--- src/rtl/sdclk_pkg.sv ---
// Package: shared constants and the run-mode type for the SD clock generator.
// Assumes: one-hot rate codes with an extra all-zero code; see sd_clkgen.
package sdclk_pkg;

    // Default width of the rate-select code (one bit per doubling step).
    localparam int CODE_W_DEF = 8;

    // Operating mode seen by the counter and the output stage.
    typedef enum logic [1:0] {
        MODE_OFF  = 2'd0,   // output forced low
        MODE_HOLD = 2'd1,   // output kept at its present level
        MODE_RUN  = 2'd2    // output toggles at the selected rate
    } sdclk_mode_e;

endpackage

--- src/rtl/sdclk_decode.sv ---
// Module: sdclk_decode
// Turns the rate-select code into a half-period limit (half period minus one),
// flags codes with more than one set bit, and detects any change of the code.
// Assumes: the code is stable for whole host cycles; limit fits CNT_W bits.
module sdclk_decode #(
    parameter int CODE_W = 8,
    parameter int CNT_W  = 8
) (
    input  logic              clk,
    input  logic              rst_n,
    input  logic [CODE_W-1:0] code,
    output logic [CNT_W-1:0]  half_m1,
    output logic              code_ok,
    output logic              code_new
);

    logic [CODE_W-1:0] code_q;
    logic [CNT_W-1:0]  step_lim [CODE_W];

    // One term per code bit: bit k stands for a half period of 2^(k+1) cycles.
    genvar k;
    generate
        for (k = 0; k < CODE_W; k++) begin : g_term
            assign step_lim[k] = code[k] ? CNT_W'((2 ** (k + 1)) - 1) : '0;
        end
    endgenerate

    // Merge the per-bit terms; the all-zero code gives a limit of 0 (host/2).
    always_comb begin
        half_m1 = '0;
        for (int i = 0; i < CODE_W; i++) begin
            half_m1 = half_m1 | step_lim[i];
        end
    end

    // A code is usable when at most one bit is set.
    always_comb code_ok = ($countones(code) <= 1);

    // Remember last cycle's code so that a change can restart the count.
    always_ff @(posedge clk) begin
        if (!rst_n) code_q <= '0;
        else        code_q <= code;
    end

    // A differing code marks a restart cycle.
    always_comb code_new = (code != code_q);

endmodule

--- src/rtl/sdclk_halfcnt.sv ---
// Module: sdclk_halfcnt
// Counts host cycles within one half period of the card clock and raises
// 'tick' in the cycle where the half period ends.
// Assumes: half_m1 may change at any cycle; a restart or a stall clears the count.
module sdclk_halfcnt
    import sdclk_pkg::*;
#(
    parameter int CNT_W = 8
) (
    input  logic             clk,
    input  logic             rst_n,
    input  sdclk_mode_e      mode,
    input  logic             restart,
    input  logic [CNT_W-1:0] half_m1,
    output logic             tick
);

    logic [CNT_W-1:0] cnt_q;

    // A toggle is due when running, not restarting, and the half period is used up.
    always_comb tick = (mode == MODE_RUN) && !restart && (cnt_q == half_m1);

    // Advance the count, clearing it on a toggle, a restart or any non-run mode.
    always_ff @(posedge clk) begin
        if (!rst_n)                              cnt_q <= '0;
        else if (mode != MODE_RUN || restart)    cnt_q <= '0;
        else if (tick)                           cnt_q <= '0;
        else                                     cnt_q <= cnt_q + 1'b1;
    end

endmodule

--- src/rtl/sdclk_drive.sv ---
// Module: sdclk_drive
// Holds the card clock level and the edge strobe. The level flips on a tick,
// falls to 0 when off, and stays put otherwise. The strobe marks each flip.
// Assumes: tick is only raised in run mode.
module sdclk_drive
    import sdclk_pkg::*;
(
    input  logic        clk,
    input  logic        rst_n,
    input  sdclk_mode_e mode,
    input  logic        tick,
    output logic        sdclk,
    output logic        sdclk_edge
);

    // Update the card clock level.
    always_ff @(posedge clk) begin
        if (!rst_n)                sdclk <= 1'b0;
        else if (mode == MODE_OFF) sdclk <= 1'b0;
        else if (tick)             sdclk <= ~sdclk;
    end

    // Register the strobe so it lines up with the new clock level.
    always_ff @(posedge clk) begin
        if (!rst_n) sdclk_edge <= 1'b0;
        else        sdclk_edge <= tick && (mode == MODE_RUN);
    end

endmodule

--- src/rtl/sd_clkgen.sv ---
// Module: sd_clkgen (top)
// Card clock generator: the host clock is divided by 2 to 2^(CODE_W+1) under a
// one-hot rate code. Disable forces the output low; freeze or a multi-bit code
// holds its level. A strobe marks every output edge.
// Assumes: all inputs are synchronous to clk; reset is synchronous, active low.
module sd_clkgen
    import sdclk_pkg::*;
#(
    parameter int CODE_W = CODE_W_DEF
) (
    input  logic              clk,
    input  logic              rst_n,
    input  logic              clk_en,
    input  logic              freeze,
    input  logic [CODE_W-1:0] div_code,
    output logic              sdclk,
    output logic              sdclk_edge
);

    // Largest half period is 2^CODE_W cycles, so its limit needs CODE_W bits.
    localparam int CNT_W = CODE_W;

    logic [CNT_W-1:0] half_m1;
    logic             code_ok;
    logic             code_new;
    logic             tick;
    sdclk_mode_e      mode;

    // Choose the operating mode from the enable, freeze and code validity.
    always_comb begin
        if (!clk_en)                 mode = MODE_OFF;
        else if (freeze || !code_ok) mode = MODE_HOLD;
        else                         mode = MODE_RUN;
    end

    sdclk_decode #(.CODE_W(CODE_W), .CNT_W(CNT_W)) u_decode (
        .clk      (clk),
        .rst_n    (rst_n),
        .code     (div_code),
        .half_m1  (half_m1),
        .code_ok  (code_ok),
        .code_new (code_new)
    );

    sdclk_halfcnt #(.CNT_W(CNT_W)) u_halfcnt (
        .clk     (clk),
        .rst_n   (rst_n),
        .mode    (mode),
        .restart (code_new),
        .half_m1 (half_m1),
        .tick    (tick)
    );

    sdclk_drive u_drive (
        .clk        (clk),
        .rst_n      (rst_n),
        .mode       (mode),
        .tick       (tick),
        .sdclk      (sdclk),
        .sdclk_edge (sdclk_edge)
    );

endmodule

--- config.mk ---
export PLATFORM = sky130hd
export DESIGN_NAME = sd_clkgen
export DESIGN_NICKNAME = d
export VERILOG_FILES = /design/src/rtl/sdclk_pkg.sv /design/src/rtl/sdclk_decode.sv /design/src/rtl/sdclk_halfcnt.sv /design/src/rtl/sdclk_drive.sv /design/src/rtl/sd_clkgen.sv
export SDC_FILE = /design/constraint.sdc
export NUM_CORES = 1
export LEC_CHECK = 0
export ABC_AREA = 1
export ABC_CLOCK_PERIOD_IN_PS = 4090
export BUFFER_PORTS_ARGS = -buffer_cell sky130_fd_sc_hd__buf_2
export CAP_MARGIN = 20
export CORE_ASPECT_RATIO = 1.4
export CORE_MARGIN = 1
export CORE_UTILIZATION = 57
export CTS_CLUSTER_DIAMETER = 200
export DETAILED_ROUTE_END_ITERATION = 10
export PLACE_DENSITY_LB_ADDON = 0.05
export SETUP_SLACK_MARGIN = 0.15
export SYNTH_ARGS = -nofsm -noshare
export SYNTH_HDL_FRONTEND = slang
export SYNTH_SLANG_ARGS = --single-unit
--- constraint.sdc ---
create_clock -name clk -period 4.09 [get_ports clk]
set_input_delay 0.409 -clock clk [delete_from_list [all_inputs] [get_ports clk]]
set_output_delay 0.409 -clock clk [all_outputs]
set_load 0.01 [all_outputs]
==> summary.txt <==
Outcome
  – Status: completed

Setup path
  – Top cell family by delay on the critical path: adder cells
  – Reg2reg end: u_halfcnt.cnt_q[0]$_SDFF_PP0_
  – Cells on worst reg2reg path: 9
  – Crit path capture type: flop
  – CP bufs+invs: 5
  – CP startpoint kind: primary input
  – Reg2Reg Launch Point: u_halfcnt.cnt_q[6]$_SDFF_PP0_
  – Reg2Reg Setup Slack: 2.69 ns
  – Req. time, crit path: 4.28 ns
  – Max incr delay on CP: 0.47 ns
  – Worst-path cell chain: buf_2, inv_1, ha_1, fa_1, inv_1, fa_1, inv_1, ha_1, inv_1, fa_1, nand2_1, nor2_1, nand3_1, nor2_1, nand3_1, nor2_1, nand3_2, nand2_2, nor2_1
  – Crit Path Class: in2reg
  – Crit-path max FO: 8
  – Critical Path Slowest Stage Cell: fa_1
  – Arr. time, crit path: 3.45 ns

Min path
  – Min-Delay Endpoint: u_decode.code_q[0]$_SDFF_PN0_
  – Worst hold path depth: 3
  – Hold Path Class: in2reg
  – Worst Hold Launch: div_code[0]

Route
  – Starting DRC count in detailed routing: 30
  – Via/cell ratio: 4.96
  – Detailed-route wire length per cell: 10.9 microns
  – Vias: 1132
  – First drt pass iteration count: 4
  – Final wirelength: 2480 microns
  – Antenna-violating nets left: 0
  – DRC Markers: 0

Place
  – Port bufs: 13
  – Post-DP Area: 0.00138 sq mm
  – Pre-CTS setup slack: 0.473 ns
  – Inst Count DP: 224
  – RePlAce Congestion: 0.834
  – Dpl hpwl: 2050 microns

Floorplanning
  – Full die area: 0.00247 sq mm
  – Starting Density: 0.602
  – Core footprint: 0.00215 sq mm
  – # IOs: 14
  – DIE WIDTH: 42.3 microns
  – Chip height: 58.4 microns
  – Std-Cell Rows: 20

STA
  – Hold Violations, Final: 0
  – Max_slew headroom: 0.773
  – Setup tns final: 0 ns
  – Part of the cycle the worst path needs: 0.797
  – Achievable frequency: 307 MHz
  – Final setup margin: 0.829 ns
  – RSZ-0062 raised after global routing: false
  – Tightest Pin Transition: 0.338 ns
  – Final Skew: 0.00563 ns
  – Clock period minus worst slack: 3.26 ns
  – Slew Limit Fails: 0
  – Final setup fails: 0

Clock network
  – Clk_lat worst skew: 0.30 ns
  – Post_cts resized: 0
  – TritonCTS buffer count: 3
  – Hold_buf cts: 0
  – Clock sink count: 18
  – Post-CTS Setup Bufs: 0
  – Clock Path Buffers: 2
  – Root buf cell: clkbuf_4
  – CTS tree: built
  – Htree depth: 1
  – Worst-path clk slew: 0.10 ns

Synth
  – Seq/Total Area, Yosys: 0.278
  – Seq cells post-synth: 18
  – Largest area contributor in the netlist: dfxtp_1
  – Synth Area per Inst: 6.82 sq um
  – Synth Instances: 190
  – Synth unique cells: 20
  – Synth area leaders: dfxtp_1 (28%), inv_1 (13%), nand2_1 (11%)
  – Syn_nets: 217
  – Synthesized cell area: 0.00129 sq mm
  – Synth warnings: 0
  – Top cell type's share of synthesized area: 0.278

GRT
  – Largest net degree at the start of global routing: 11
  – Initial antenna violation count: 0
  – Number of global-route vias before repair: 1079
  – GR Util All Layers: 0.234
  – Gr ovfl total: 0
  – First-pass GRT wire length: 4400 microns

Power and ir drop
  – Peak VDD IR: 0.184 mV
  – Pwr/cell area: 265 mW/mm^2
  – Leakage: 0.729 nW

Job
  – MaxCap Viol Count: 0

Layout
  – Filler instances: 199
  – Finished Layout Cells: 228
  – Multi-input logic area: 758 sq um
  – Fin area: 0.00142 sq mm
  – Nets@finish: 234
  – FF/Latch Area: 360 sq um
  – Fraction of layout cells with a size suffix above 1: 0.126
  – Area delta synth->final: 9.66%
  – Diodes inserted: 0
-- layout by cell type (no fill, tap or decap) --
cell type  Yosys  final
a21oi_1        2      2
and3_1         1      1
buf_2          0     13
clkbuf_4       0      3
clkbuf_8       0      1
dfxtp_1       18     18
fa_1           4      4
ha_1          11     11
inv_1         44     44
inv_2          2      2
nand2_1       38     38
nand2_2        2      2
nand3_1       15     15
nand3_2        3      3
nand3b_1       2      2
nand4_1        6      6
nor2_1        28     28
nor2_4         1      1
nor3_1         2      2
or2_2          1      1
xnor2_1        5      5
xor2_1         4      4
-- kinds of logic after synthesis --
logic type | count (synthesis) | share of synthesized area
compound gates | 2 | 0.00773
fa+ha+maj | 15 | 0.168
simple gates | 99 | 0.349
xor+xnor | 9 | 0.0609
flops | 18 | 0.278
buf+inv | 47 | 0.136
-- metrics by stage --
step	hold slack [ns]	util	total power, mW
after floorplan	0.441	-	0.243
after global placement	0.483	0.643	0.266
after detailed placement	0.510	0.643	0.268
after CTS	0.316	0.660	0.382
after global routing	0.337	0.660	0.404
final	0.321	0.660	0.376
-- cell type report --
cell class                 instances  area share
inverter                          46       0.122
multi-input combinational        125       0.534
timing repair buffer              13      0.0458
tap                               22      0.0194
sequential                        18       0.254
clock buffer                       4      0.0256
-- worst reg2reg max path, cell delays in order, from the launching register on --
cell and delay, ns:
dfxtp_1 0.42, nor2_1 0.07, nor2_1 0.11, nand3_1 0.09
nor2_1 0.11, nand3_1 0.11, inv_1 0.09, nand3_2 0.09
nand2_2 0.14, nor2_1 0.06
-- Yosys cell counts --
master,instances
a21oi_1,2
and3_1,1
clkbuf_1,1
dfxtp_1,18
fa_1,4
ha_1,11
inv_1,44
inv_2,2
nand2_1,38
nand2_2,2
nand3_1,15
nand3_2,3
nand3b_1,2
nand4_1,6
nor2_1,28
nor2_4,1
nor3_1,2
or2_2,1
xnor2_1,5
xor2_1,4
-- how the worst max path moves through the flow --
| stage | slack [ns] | from | to | depth (start not counted) |
|---|---|---|---|---|
| global placement | 0.57 | div_code[2] | u_halfcnt.cnt_q[7]$_SDFF_PP0_ | 19 |
| floorplan | 0.91 | div_code[2] | u_halfcnt.cnt_q[0]$_SDFF_PP0_ | 18 |
| detailed placement | 0.47 | div_code[2] | u_halfcnt.cnt_q[0]$_SDFF_PP0_ | 19 |
| global route | 0.51 | div_code[2] | u_halfcnt.cnt_q[1]$_SDFF_PP0_ | 19 |
| CTS | 0.82 | div_code[2] | u_halfcnt.cnt_q[0]$_SDFF_PP0_ | 19 |
| finish | 0.83 | div_code[2] | u_halfcnt.cnt_q[0]$_SDFF_PP0_ | 19 |
-- report_power, final --
group          total [mW]  switching, mW  leakage, nW  internal, mW
combinational      0.0825         0.0497        0.560        0.0327
clock               0.113         0.0583       0.0210        0.0543
sequential          0.181        0.00194        0.147         0.179
total               0.376          0.110        0.729         0.266
-- flip-flops by register name (all words and copies together) (netlist names) --
signal / cells
u_drive.sdclk: 1
u_halfcnt.cnt_q: 8
u_decode.code_q: 8
u_drive.sdclk_edge: 1
-- routing by layer --
layer,vias to the layer above,GRT usage,wire length (microns)
li1,604,-,-
met3,5,0.0368,101
met4,0,0.103,45
met2,24,0.429,1310
met5,-,0,0
met1,499,0.263,1020
No activity file was read; power rests on OpenSTA's default activity.
